### config.mk
export PLATFORM = sky130hd
export DESIGN_NAME = irq_status_regs
export DESIGN_NICKNAME = d
export VERILOG_FILES = /design/src/rtl/irq_status_pkg.sv /design/src/rtl/irq_ctrl_reg.sv /design/src/rtl/irq_flag_bank.sv /design/src/rtl/irq_readback.sv /design/src/rtl/irq_status_regs.sv
export SDC_FILE = /design/constraint.sdc
export NUM_CORES = 1
export LEC_CHECK = 0
export BUFFER_PORTS_ARGS = -buffer_cell sky130_fd_sc_hd__buf_2
export CORE_ASPECT_RATIO = 1.5
export CORE_MARGIN = 8
export CORE_UTILIZATION = 47
export CTS_BUF_LIST = sky130_fd_sc_hd__clkbuf_2 sky130_fd_sc_hd__clkbuf_4 sky130_fd_sc_hd__clkbuf_8
export CTS_CLUSTER_SIZE = 28
export DETAILED_ROUTE_END_ITERATION = 10
export GPL_ROUTABILITY_DRIVEN = 0
export HOLD_SLACK_MARGIN = 0.12
export PLACE_DENSITY = 0.78
export SYNTH_ARGS = -nofsm -noshare
export SYNTH_HDL_FRONTEND = slang
export SYNTH_SLANG_ARGS = --single-unit
### constraint.sdc
create_clock -name clk -period 1.25 [get_ports clk]
set_input_delay 0.1875 -clock clk [delete_from_list [all_inputs] [get_ports clk]]
set_output_delay 0.1875 -clock clk [all_outputs]
set_load 0.02 [all_outputs]
### src/rtl/irq_status_pkg.sv
package irq_status_pkg;
    localparam int BYTE_W  = 8;
    localparam int NUM_SRC = 3;
    localparam int ADDR_W  = 2;
    localparam int PAD_W   = BYTE_W - 1 - NUM_SRC;

    // source indices, also the offset of each enable above bit 3
    localparam int UPD_IDX = 0;
    localparam int ALM_IDX = 1;
    localparam int PER_IDX = 2;

    localparam logic [BYTE_W-1:0] VALID_BYTE = {1'b1, {(BYTE_W-1){1'b0}}};

    typedef enum logic [ADDR_W-1:0] {
        SEL_CTRL  = 2'd0,
        SEL_STAT  = 2'd1,
        SEL_VALID = 2'd2,
        SEL_NONE  = 2'd3
    } reg_sel_e;

    typedef struct packed {
        logic               freeze;
        logic [NUM_SRC-1:0] en;
        logic               sqw_on;
        logic               bin_mode;
        logic               hr24;
        logic               dst_on;
    } ctrl_t;

    function automatic logic [BYTE_W-1:0] status_byte(
        input logic               req,
        input logic [NUM_SRC-1:0] flags
    );
        return {req, flags, {PAD_W{1'b0}}};
    endfunction
endpackage

### src/rtl/irq_ctrl_reg.sv
module irq_ctrl_reg
    import irq_status_pkg::*;
(
    input  logic  clk,
    input  logic  rst,
    input  logic  wr_stb,
    input  ctrl_t wr_val,
    output ctrl_t ctrl_q
);
    always_ff @(posedge clk) begin
        if (rst) begin
            ctrl_q <= '0;
        end else if (wr_stb) begin
            ctrl_q <= wr_val;
            if (wr_val.freeze) begin
                ctrl_q.en[UPD_IDX] <= 1'b0;
            end
        end
    end

    // freeze written high leaves update enable low
    a_r8_freeze_drops_upd: assert property (@(posedge clk) disable iff (rst)
        (wr_stb && wr_val.freeze) |=> !ctrl_q.en[UPD_IDX]);

    // a plain write is stored unchanged
    a_r3_write_stored: assert property (@(posedge clk) disable iff (rst)
        (wr_stb && !wr_val.freeze) |=> (ctrl_q == $past(wr_val)));
endmodule

### src/rtl/irq_flag_bank.sv
module irq_flag_bank
    import irq_status_pkg::*;
#(
    parameter int N = NUM_SRC
) (
    input  logic         clk,
    input  logic         rst,
    input  logic [N-1:0] ev,
    input  logic         in_read,
    input  logic         end_read,
    output logic [N-1:0] flags
);
    logic [N-1:0] held;

    for (genvar i = 0; i < N; i++) begin : g_src
        always_ff @(posedge clk) begin
            if (rst) begin
                flags[i] <= 1'b0;
                held[i]  <= 1'b0;
            end else if (end_read) begin
                flags[i] <= held[i] | ev[i];
                held[i]  <= 1'b0;
            end else if (in_read) begin
                held[i]  <= held[i] | ev[i];
            end else begin
                flags[i] <= flags[i] | ev[i];
            end
        end

        // an event outside a read sets its flag
        a_r4_event_sets: assert property (@(posedge clk) disable iff (rst)
            (ev[i] && !in_read && !end_read) |=> flags[i]);

        // a read end with nothing pending leaves the flag clear
        a_r5_clear_at_end: assert property (@(posedge clk) disable iff (rst)
            (end_read && !ev[i] && !held[i]) |=> !flags[i]);

        // an event at the read end is posted
        a_r6_end_event_posted: assert property (@(posedge clk) disable iff (rst)
            (end_read && ev[i]) |=> flags[i]);

        // flags are frozen while the read is open
        a_r5_frozen_in_read: assert property (@(posedge clk) disable iff (rst)
            (in_read && !end_read) |=> $stable(flags[i]));
    end
endmodule

### src/rtl/irq_readback.sv
module irq_readback
    import irq_status_pkg::*;
(
    input  logic               clk,
    input  logic               rst,
    input  logic               capture,
    input  reg_sel_e           sel,
    input  ctrl_t              ctrl,
    input  logic [NUM_SRC-1:0] flags,
    input  logic               req,
    output logic [BYTE_W-1:0]  rd_q
);
    logic [BYTE_W-1:0] mux_val;

    always_comb begin
        unique case (sel)
            SEL_CTRL:  mux_val = ctrl;
            SEL_STAT:  mux_val = status_byte(req, flags);
            SEL_VALID: mux_val = VALID_BYTE;
            default:   mux_val = '0;
        endcase
    end

    always_ff @(posedge clk) begin
        if (rst) begin
            rd_q <= '0;
        end else if (capture) begin
            rd_q <= mux_val;
        end
    end
endmodule

### src/rtl/irq_status_regs.sv
module irq_status_regs
    import irq_status_pkg::*;
(
    input  logic              clk,
    input  logic              rst,
    input  logic [ADDR_W-1:0] reg_sel,
    input  logic              wr_en,
    input  logic [BYTE_W-1:0] wr_data,
    input  logic              rd_stb,
    output logic [BYTE_W-1:0] rd_data,
    input  logic              ev_periodic,
    input  logic              ev_alarm,
    input  logic              ev_update,
    output logic              irq_oe
);
    reg_sel_e           sel;
    ctrl_t              ctrl;
    logic [NUM_SRC-1:0] ev_vec;
    logic [NUM_SRC-1:0] flags;
    logic               rd_q;
    logic               stat_tgt_q;
    logic               rd_rise;
    logic               in_read;
    logic               end_read;
    logic               req;
    logic               wr_ctrl;

    assign sel     = reg_sel_e'(reg_sel);
    assign wr_ctrl = wr_en && (sel == SEL_CTRL);

    always_comb begin
        ev_vec          = '0;
        ev_vec[PER_IDX] = ev_periodic;
        ev_vec[ALM_IDX] = ev_alarm;
        ev_vec[UPD_IDX] = ev_update;
    end

    // read phase tracking: open on the rising strobe, close on its fall
    assign rd_rise  = rd_stb && !rd_q;
    assign in_read  = rd_stb && (rd_rise ? (sel == SEL_STAT) : stat_tgt_q);
    assign end_read = !rd_stb && rd_q && stat_tgt_q;

    always_ff @(posedge clk) begin
        if (rst) begin
            rd_q       <= 1'b0;
            stat_tgt_q <= 1'b0;
        end else begin
            rd_q <= rd_stb;
            if (rd_rise) begin
                stat_tgt_q <= (sel == SEL_STAT);
            end else if (!rd_stb) begin
                stat_tgt_q <= 1'b0;
            end
        end
    end

    irq_ctrl_reg u_ctrl (
        .clk    (clk),
        .rst    (rst),
        .wr_stb (wr_ctrl),
        .wr_val (ctrl_t'(wr_data)),
        .ctrl_q (ctrl)
    );

    irq_flag_bank #(.N(NUM_SRC)) u_flags (
        .clk      (clk),
        .rst      (rst),
        .ev       (ev_vec),
        .in_read  (in_read),
        .end_read (end_read),
        .flags    (flags)
    );

    assign req    = |(flags & ctrl.en);
    assign irq_oe = req;

    irq_readback u_rb (
        .clk     (clk),
        .rst     (rst),
        .capture (rd_rise),
        .sel     (sel),
        .ctrl    (ctrl),
        .flags   (flags),
        .req     (req),
        .rd_q    (rd_data)
    );

    // low nibble of a captured status byte is zero
    a_r1_low_bits_zero: assert property (@(posedge clk) disable iff (rst)
        (rd_rise && sel == SEL_STAT) |=> (rd_data[3:0] == 4'h0));

    // valid-data byte is constant
    a_r9_valid_const: assert property (@(posedge clk) disable iff (rst)
        (rd_rise && sel == SEL_VALID) |=> (rd_data == VALID_BYTE));

    // the request needs a set flag behind it
    a_r2_req_needs_flag: assert property (@(posedge clk) disable iff (rst)
        irq_oe |-> (|flags));

    // enabling an already pending source raises the request
    a_r7_late_enable: assert property (@(posedge clk) disable iff (rst)
        (wr_ctrl && !wr_data[7] && |(wr_data[6:4] & flags) && !end_read)
        |=> irq_oe);
endmodule

==> results of run 1 <==
[critical path, delay by kind of cell, from the launching register on]
family / cells / cell delay [ps]
DFF: 1 / 350
buffers and inverters: 2 / 250
AOI/OAI and AO/OA: 1 / 410
[sequential cells by signal, indices dropped and copies added (netlist names)]
register and count:
u_rb.rd_q 8, stat_tgt_q 1, u_flags.flags 3, u_flags.held 3
rd_q 1, u_ctrl.ctrl_q 8
[cells in the mapped netlist, types with 2 or more instances]
cell | instances | share of area [%]
mux2_2 | 3 | 3.6
clkbuf_1 | 2 | 0.79
nand2b_1 | 2 | 1.3
dfxtp_1 | 24 | 51
nor3_1 | 3 | 1.6
o32ai_1 | 3 | 2.8
a22oi_1 | 7 | 5.5
inv_1 | 2 | 0.79
a21oi_1 | 18 | 9.5
nand2_1 | 20 | 7.9
buf_2 | 2 | 1.1
nor2_1 | 16 | 6.3
[worst min-delay path by stage]
stage           startpoint                       endpoint  slack, ps  cells past startpoint
3_5_place_dp    wr_data[1]  u_ctrl.ctrl_q[1]$_SDFFE_PP0P_        430                      3
5_1_grt           ev_alarm  u_flags.flags[1]$_SDFFE_PP0P_        140                      3
2_1_floorplan          rst      u_rb.rd_q[7]$_SDFFE_PP0N_        270                      1
4_1_cts        ev_periodic  u_flags.flags[2]$_SDFFE_PP0P_        130                      3
3_3_place_gp    wr_data[1]  u_ctrl.ctrl_q[1]$_SDFFE_PP0P_        430                      3
6_report       ev_periodic  u_flags.flags[2]$_SDFFE_PP0P_        140                      3
[timing repair]
action	4_1_cts	5_1_grt
endpoints found under the setup margin	1	8
pin swaps	1	4
hold buffers	7	0
resized for setup	3	6
gates cloned	0	0
endpoints found under the hold margin	7	0
buffers inserted	1	1
[per-layer routing]
layer | wire [microns] | track usage [%] | part of all wire, % | vias to the layer above
li1 | - | - | - | 470
met1 | 969 | 14.0 | 42 | 416
met2 | 1180 | 22.1 | 51 | 31
met3 | 133 | 2.73 | 5.8 | 2
met4 | 17 | 6.07 | 0.74 | 0
met5 | 0 | 0 | 0 | -
[cell families (layout without fill, tap and decap cells)]
logic type	after synthesis	in the layout	synth area share [%]
and+or+nand+nor	48	48	22.2
AOI/OAI and AO/OA	31	31	20.3
DFF	24	24	50.5
buffers and inverters	7	43	3.42
muxes	3	3	3.55
[final cells by class]
| type | count | area (sq um) |
|---|---|---|
| Tap cell | 22 | 27.5 |
| Timing Repair Buffer | 38 | 246 |
| Sequential cell | 24 | 483 |
| Multi-Input combinational cell | 82 | 455 |
| Fill cell | 172 | 734 |
| Clock buffer | 3 | 22.5 |
| Inverter | 2 | 7.51 |
[cell usage in the layout, fill, tap and decap left out, drive strengths merged]
| cell type | n |
|---|---|
| nor2 | 16 |
| a21oi | 19 |
| inv | 2 |
| or3b | 1 |
| a222oi | 1 |
| nand2 | 20 |
| nand3b | 1 |
| or3 | 1 |
| nand3 | 1 |
| nor2b | 1 |
| o21ai | 1 |
| clkbuf | 3 |
| and2 | 2 |
| mux2 | 3 |
| o32ai | 3 |
| buf | 31 |
| a22oi | 7 |
| dlygate4sd3 | 7 |
| dfxtp | 24 |
| nor3 | 3 |
| nand2b | 2 |
[stage by stage]
| stage | total power [mW] | std cells |
|---|---|---|
| 6_report | 1.33 | 171 |
| 5_1_grt | 1.39 | 171 |
| 4_1_cts | 1.32 | 170 |
| 3_5_place_dp | 0.986 | 159 |
| 3_3_place_gp | 0.982 | 159 |
| 2_1_floorplan | 0.921 | 113 |
[power groups by stage]
| stage | Combinational (mW) | Sequential (mW) | Clock (mW) |
|---|---|---|---|
| final | 0.191 | 0.811 | 0.325 |
| after global routing | 0.209 | 0.815 | 0.366 |
| after CTS | 0.182 | 0.811 | 0.331 |
| after detailed placement | 0.158 | 0.828 | 0 |
| after global placement | 0.155 | 0.827 | 0 |
| after floorplan | 0.0915 | 0.830 | 0 |
==> metrics.md, run 1 <==
| Metric | Value |
|---|---|
| Die height | `71.1 microns` |
| Initial DRC count | `26` |
| Most common flop cell mapped by yosys | `dfxtp_1` |
| Setup crit end | `irq_oe` |
| DR vias | `~920` |
| Critical path data arrival time | `approximately 1300 ps` |
| Max-slew headroom at the worst pin | `approximately three quarters` |
| Reg clk slew, reported paths | `about 120 ps` |
| First-pass GRT wire length | `roughly 3800 microns` |
| FF-to-FF End | `u_rb.rd_q[7]$_SDFFE_PP0N_` |
| Worst-Skew Late Latency | `300 ps` |
| Core area | `1980 sq um` |
| Pre-CTS WS | `slightly above 50 ps` |
| Fin crit period | `approximately 1500 ps` |
| CTS tree | `built` |
| Syn Area/Cell | `around 8.4 sq um` |
| Post-route cell area | `roughly 1200 sq um` |
| # nets final | `between 150 and 200` |
| Pwr Density | `between 1000 and 1500 nW/um^2` |
| Total wire length | `about 2300 microns` |
| Worst vdd ir | `just under 0.7 mV` |
| Die area | `~3700 sq um` |
| Number of flops mapped to enable cells by yosys | `0` |
| Post-route ant nets | `0` |
| Clock Power Share | `between 20% and 30%` |
| Area Growth Syn to Fin | `30.7%` |
| Floorplan row count | `20` |
| Drt wl/cell | `13.5 microns` |
| Tot GR Track Use | `12.8%` |
| Sequential share of the synthesized area | `roughly 51%` |
| Comb pwr share | `around 14%` |
| Crit-path max cell delay | `about 410 ps` |
| Largest net degree at the start of global routing | `19` |
| Critical Path Source | `u_ctrl.ctrl_q[6]$_SDFFE_PP0P_` |
| Final WS setup | `-245 ps` |
| Synthesized area | `951 sq um` |
| R2R depth | `5` |
| Worst slew pin tran | `~380 ps` |
| Vias in the first global route | `roughly 930` |
| Netlist cell types | `23` |
| Placed inst area | `~1100 sq um` |
| Clock sinks | `24` |
| P_sw | `roughly 0.33 mW` |
| DR pass1 iterations | `4` |
| Post-Synthesis Cells | `113` |
| Crit start category | `flip-flop` |
| Clk root buf | `clkbuf_4` |
| Initial antenna violation count | `0` |
| Share of power burned in registers | `between 60% and 70%` |
| Worst setup skew after layout | `4.93 ps` |
| # DRC | `0` |
| Hold Vio Cnt, Final | `0` |
| Static leakage | `about 0.53 nW` |
| Yosys reg bits | `24` |
| Via/cell ratio | `5.37` |
| Die width | `roughly 53 microns` |
| Max Slew Vio Count | `0` |
| Worst hold slack | `approximately 140 ps` |
| Cell internal pwr | `1.00 mW` |
| Final TNS setup | `-245 ps` |
| CTS Buf Count | `3` |
| Diodes inserted | `0` |
| Crit Path Max Fanout | `3` |
| Max Root-Sink Buffers | `2` |
| Min-delay worst type | `in2reg` |
| Fraction of layout cells with a size suffix above 1 | `29.5%` |
| Setup slack, reg-to-reg | `0 ps` |
| Outcome | `finished with violations` |
| Final HPWL DP | `about 1700 microns` |
| Critical path class | `reg2out` |
| Total global routing overflow | `0` |
| Max Fclk | `~670 MHz` |
| IO Count | `26` |
| Mapped Nets | `130` |
| Htree depth | `1` |
| RSZ-0062 raised after global routing | `true` |
| Initial Util | `around 48%` |
| Final setup fails | `1` |
| IO buf count | `25` |
| Failing checks | `setup timing` |
| Ys async rst share | `0%` |
| Sw Ratio | `between 20% and 30%` |
| Critical Path, Cell by Cell | `a222oi_1, inv_1, buf_6` |
| Slowest-stage cell, CP | `a222oi_1` |
| Max-Cap Viols | `0` |
| Worst r2r src | `u_ctrl.ctrl_q[6]$_SDFFE_PP0P_` |
| Final core occ | `a little over three fifths` |
| Critical path capture point type | `primary output` |
| Crit share post-route | `120%` |
| CP Data Required Time | `around 1100 ps` |
| Ys Warns | `0` |
Note: power is estimated with default switching activity, not from simulation.
==> run 2, diff against run 1 <==
ABC_AREA = 1   (was not set)
CAP_MARGIN = 10   (was not set)
CORE_UTILIZATION = 48   (was 47)
==> metrics.md, run 2 <==
| Metric | Value |
|---|---|
| Outcome | `finished, final reports clean` |
| Reg clk slew, reported paths | `about 130 ps` |
| Fraction of layout cells with a size suffix above 1 | `27.8%` |
| Hold Vio Cnt, Final | `0` |
| Ys async rst share | `0%` |
| Static leakage | `around 0.63 nW` |
| Total global routing overflow | `0` |
| IO Count | `26` |
| # DRC | `0` |
| Slowest-stage cell, CP | `dfxtp_2` |
| Ys Warns | `0` |
| CTS Buf Count | `3` |
| FF-to-FF End | `u_flags.flags[1]$_SDFFE_PP0P_` |
| Largest net degree at the start of global routing | `15` |
| Filler instances | `around 190` |
| Critical path data arrival time | `1020 ps` |
| Crit Path Max Fanout | `3` |
| Most common cell after layout, fill and taps aside | `nand2_1` |
| CP Data Required Time | `1060 ps` |
| Diodes inserted | `0` |
| Worst vdd ir | `0.875 mV` |
| Worst r2r src | `rd_q$_SDFF_PP0_` |
| Setup slack, reg-to-reg | `approximately 180 ps` |
| Most common flop cell mapped by yosys | `dfxtp_1` |
| Tot Pwr | `1.47 mW` |
| Share of the synthesized area in the top cell type | `between 40% and 50%` |
| Post-route ant nets | `0` |
| Sequential share of the synthesized area | `a little under half` |
| Area Growth Syn to Fin | `23.3%` |
| Floorplan row count | `20` |
| Worst slew pin tran | `between 300 and 400 ps` |
| Top cells by count, synth | `nand2_1 (33), nor2_1 (31), dfxtp_1 (24), inv_1 (14), o21ai_0 (10)` |
| Crit share post-route | `a little over nine tenths` |
| Worst-Skew Late Latency | `a little over 300 ps` |
| Max Fclk | `between 800 and 900 MHz` |
| Max Slew Vio Count | `0` |
| DR pass1 iterations | `4` |
| Clk root buf | `clkbuf_4` |
| # nets final | `about 190` |
| Critical path class | `reg2out` |
| Syn Area/Cell | `7.04 sq um` |
| Crit start category | `flip-flop` |
| Htree depth | `1` |
| Crit path max-delay family | `flip-flops` |
| DR vias | `between 900 and 1000` |
| Total wire length | `~2300 microns` |
| Core area | `approximately 2000 sq um` |
| Crit-path max cell delay | `360 ps` |
| Netlist cell types | `17` |
| Initial DRC count | `22` |
| Largest regs | `u_ctrl.ctrl_q: 8 flops, u_rb.rd_q: 8 flops` |
| Fin crit period | `~1200 ps` |
| Tot GR Track Use | `a little over an eighth` |
| Commonest cells after routing, fill and taps aside | `nand2_1 (32), nor2_1 (31), buf_2 (24)` |
| Hold Path Sink | `u_ctrl.ctrl_q[3]$_SDFFE_PP0P_` |
| Max-Cap Viols | `0` |
| CTS tree | `built` |
| Final WS setup | `43.5 ps` |
| Clock sinks | `24` |
| Worst path bufs/invs | `1` |
| First-pass GRT wire length | `a little over 4000 microns` |
| IO buf count | `25` |
| R2R depth | `6` |
| Vias in the first global route | `roughly 1000` |
| Die area | `3890 sq um` |
| Worst hold slack | `around 120 ps` |
| Final setup fails | `0` |
| Hold Path Stages | `3` |
| Pre-CTS WS | `approximately 190 ps` |
| Hold Crit Start | `wr_data[3]` |
| Drt wl/cell | `~12 microns` |
| Min-delay worst type | `in2reg` |
| Critical Path, Cell by Cell | `nand2_2, nand3_2, buf_6` |
| Top post-synthesis cells by area | `dfxtp_1 (47%), nand2_1 (12%), nor2_1 (11%)` |
| Max-slew headroom at the worst pin | `just under 80%` |
| Die width | `between 50 and 60 microns` |
| Critical path capture point type | `primary output` |
| Largest area contributor in the netlist | `dfxtp_1` |
| Count leader, synth | `nand2_1` |
| Post-Synthesis Cells | `around 150` |
| Pwr Density | `1170 nW/um^2` |
| Final TNS setup | `0 ps` |
| Mapped Nets | `~160` |
| Number of flops mapped to enable cells by yosys | `0` |
| Worst setup skew after layout | `3.56 ps` |
| Initial antenna violation count | `0` |
| Die height | `slightly above 70 microns` |
| Final core occ | `around 62%` |
| Via/cell ratio | `between 5 and 6` |
| Initial Util | `between 50 and 60%` |
| Final HPWL DP | `~1800 microns` |
| Max Root-Sink Buffers | `2` |
| Synthesized area | `1020 sq um` |
| Yosys reg bits | `24` |
==> run 2: changes by cell type after synthesis, sizes merged, moves of 7 or more <==
| cell | delta |
|---|---|
| a21oi | -10 |
| a22oi | -7 |
| inv | +15 |
| nand2 | +16 |
| nand3 | +7 |
| nor2 | +20 |
| o21ai | +10 |
==> run 2: where the power goes <==
group | switching, mW | total [mW] | leakage [nW] | internal [mW]
clock | 0.227 | 0.405 | 0.0210 | 0.178
sequential | 0.0270 | 0.839 | 0.199 | 0.812
combinational | 0.136 | 0.226 | 0.410 | 0.0898
total | 0.391 | 1.47 | 0.630 | 1.08
==> run 2: kinds of logic (layout without fill, tap and decap cells) <==
family | after synthesis | count (layout) | synth area share (%)
buffers and inverters | 20 | 51 | 7.97
AO/OA/AOI/OAI | 20 | 20 | 10.2
AND/OR/NAND/NOR | 81 | 81 | 34.8
flip-flops | 24 | 24 | 47.1
==> run 2: area by class of cell <==
class	instances	area [sq um]	area share (%)
Sequential cell	24	485	38.6
Multi-Input combinational cell	101	467	37.1
Timing Repair Buffer	30	179	14.2
Inverter	17	63.8	5.07
Clock buffer	4	36.3	2.88
Tap cell	22	27.5	2.19
==> run 2: timing repair <==
item | in CTS | in global routing
hold buffers | 4 | 0
endpoints found under the hold margin | 4 | 0
gates resized for setup | 2 | 6
setup endpoints to repair | 1 | 1
buffers inserted | 0 | 0
==> run 2: worst register-to-register path: stages (launching register included) <==
cell and delay [ps]:
dfxtp_1 400, inv_1 50, nand2_1 170, nor2_1 80, nor2_2 160, nand3_1 100
nand2_1 60
==> run 2: worst max path at each step <==
stage,start,endpoint,slack [ps],cells after the start
after floorplan,rd_q$_SDFF_PP0_,u_flags.held[0]$_SDFFE_PP0P_,340,5
after global placement,reg_sel[1],u_ctrl.ctrl_q[7]$_SDFFE_PP0P_,220,6
after detailed placement,reg_sel[1],u_ctrl.ctrl_q[7]$_SDFFE_PP0P_,190,6
after CTS,u_ctrl.ctrl_q[4]$_SDFFE_PP0P_,irq_oe,10,3
after global routing,u_ctrl.ctrl_q[5]$_SDFFE_PP0P_,irq_oe,-5,3
final,u_flags.flags[0]$_SDFFE_PP0P_,irq_oe,40,3
==> run 2: metal layers <==
metal | part of all wire, % | track usage (%)
met4 | 0.51 | 4.23
met5 | 0 | 0
met1 | 38 | 14.2
met2 | 56 | 23.8
met3 | 5.3 | 3.07
==> run 2: through the flow <==
step           instances  instance area, sq um
2_1_floorplan        145                  1020
3_3_place_gp         190                  1160
3_5_place_dp         190                  1160
4_1_cts              198                  1240
5_1_grt              198                  1260
6_report             198                  1260
==> run 3, diff against run 2 <==
CORE_ASPECT_RATIO = not set   (was 1.5)
==> metrics.md, run 3 (synthesized netlist as in run 2, its figures left out) <==
| Metric | Value |
|---|---|
| Max-slew headroom at the worst pin | `between 70% and 80%` |
| Final core occ | `about two thirds` |
| Crit start category | `flip-flop` |
| Filler instances | `between 150 and 200` |
| Vias in the first global route | `1002` |
| IO buf count | `25` |
| Register area | `around 490 sq um` |
| Final HPWL DP | `about 1800 microns` |
| Met2 wire len | `1120 microns` |
| Initial Util | `about half` |
| Final setup fails | `0` |
| Clock sinks | `24` |
| Total wire length | `around 2400 microns` |
| DR pass1 iterations | `4` |
| Static leakage | `around 0.65 nW` |
| Worst vdd ir | `between 0.7 and 0.8 mV` |
| # nets final | `199` |
| Clk root buf | `clkbuf_4` |
| Fraction of layout cells with a size suffix above 1 | `approximately 28%` |
| Hold Path Stages | `3` |
| DR vias | `~1000` |
| Largest net degree at the start of global routing | `15` |
| M1 wire length | `between 1000 and 1500 microns` |
| CTS Buf Count | `3` |
| Min-delay worst type | `in2reg` |
| Fin crit period | `approximately 1200 ps` |
| Hold Vio Cnt, Final | `0` |
| Post-route ant nets | `0` |
| Max Root-Sink Buffers | `2` |
| Cell internal pwr | `1.09 mW` |
| Worst setup skew after layout | `between 1 and 1.5 ps` |
| Tot GR Track Use | `12.8%` |
| CP Data Required Time | `~1100 ps` |
| IO Count | `26` |
| Commonest cells after routing, fill and taps aside | `nand2_1 (33), nor2_1 (31), buf_2 (24)` |
| Crit share post-route | `a little over nine tenths` |
| Final TNS setup | `0 ps` |
| Die height | `between 60 and 70 microns` |
| Max Fclk | `837 MHz` |
| Max-Cap Viols | `0` |
| Via/cell ratio | `between 4 and 5` |
| Initial DRC count | `34` |
| Critical path class | `reg2out` |
| Share of power burned in registers | `57.1%` |
| Clock Power Share | `between 20% and 30%` |
| Routed met3 length | `roughly 170 microns` |
| Critical path data arrival time | `slightly above 1000 ps` |
| Die width | `just over 60 microns` |
| Sw Ratio | `26.1%` |
| Die area | `between 3000 and 4000 sq um` |
| Total global routing overflow | `0` |
| Comb pwr share | `16.1%` |
| Drt wl/cell | `around 12 microns` |
| Floorplan row count | `16` |
| Outcome | `finished, final reports clean` |
| # DRC | `0` |
| Diodes inserted | `0` |
| Max Slew Vio Count | `0` |
| Worst hold slack | `149 ps` |
| Area Growth Syn to Fin | `28.1%` |
| Worst slew pin tran | `about 340 ps` |
| Crit Path Max Fanout | `3` |
| Core area | `1980 sq um` |
| Multi-input gate area | `464 sq um` |
| Worst-Skew Late Latency | `300 ps` |
| Reg clk slew, reported paths | `between 100 and 150 ps` |
| CTS tree | `built` |
| Tot Pwr | `1.47 mW` |
| Pwr Density | `1130 nW/um^2` |
| P_sw | `0.385 mW` |
| Top sig layer | `met4` |
| First-pass GRT wire length | `about 4300 microns` |
| Htree depth | `1` |
| Most common cell after layout, fill and taps aside | `nand2_1` |
| Initial antenna violation count | `0` |
| Critical path capture point type | `primary output` |
| Largest regs | `u_ctrl.ctrl_q: 8 flops, u_rb.rd_q: 8 flops` |
| R2R depth | `5` |
| RSZ-0062 raised after global routing | `false` |
run 3: changes by cell type in the layout (fill, tap and decap cells not counted), sizes merged:
cell and change:
dlygate4sd3 +4, buf +1
run 3: through the flow:
stage	std cells	area (sq um)	setup slack (ps)
CTS	208	1300	2.02
finish	208	1310	54.8
global placement	196	1180	217
floorplan	145	1020	342
global route	208	1310	8.78
detailed placement	196	1180	205
run 3: power by group through the flow:
stage | registers (mW) | logic, mW | clock network, mW
after detailed placement | 0.855 | 0.215 | 0
after CTS | 0.840 | 0.236 | 0.417
after global placement | 0.854 | 0.210 | 0
final | 0.841 | 0.238 | 0.395
after global routing | 0.847 | 0.266 | 0.433
after floorplan | 0.870 | 0.118 | 0
run 3: final timing paths:
kind / startpoint / to / slack [ps]
setup / recovery: u_ctrl.ctrl_q[5]$_SDFFE_PP0P_ / irq_oe / 50
hold / removal: wr_data[1] / u_ctrl.ctrl_q[1]$_SDFFE_PP0P_ / 150
setup reg to reg: rd_q$_SDFF_PP0_ / u_flags.held[2]$_SDFFE_PP0P_ / 110
hold reg to reg: u_flags.held[0]$_SDFFE_PP0P_ / u_flags.held[0]$_SDFFE_PP0P_ / 470
run 3: final cells by class:
type	instances	area share (%)
Clock buffer	4	2.78
Inverter	17	4.88
Multi-Input combinational cell	101	35.5
Tap cell	27	2.58
Timing Repair Buffer	35	17.0
Sequential cell	24	37.2
run 3: routing by layer:
layer / vias to the layer above / global-route usage (%)
li1: 518 / -
met1: 461 / 15.2
met2: 41 / 21.2
met3: 5 / 3.94
met4: 0 / 4.37
met5: - / 0
run 3: what timing repair did:
action / 4_1_cts / 5_1_grt
hold buffers: 8 / 0
setup buffers: 0 / 0
resized for setup: 4 / 3
endpoints found under the hold margin: 8 / 0
setup endpoints to repair: 1 / 1
run 3: worst max-delay path, stage by stage, from the launching register on:
cell	delay (ps)
dfxtp_1	340
nand2_1	100
nand3_2	100
buf_4	170
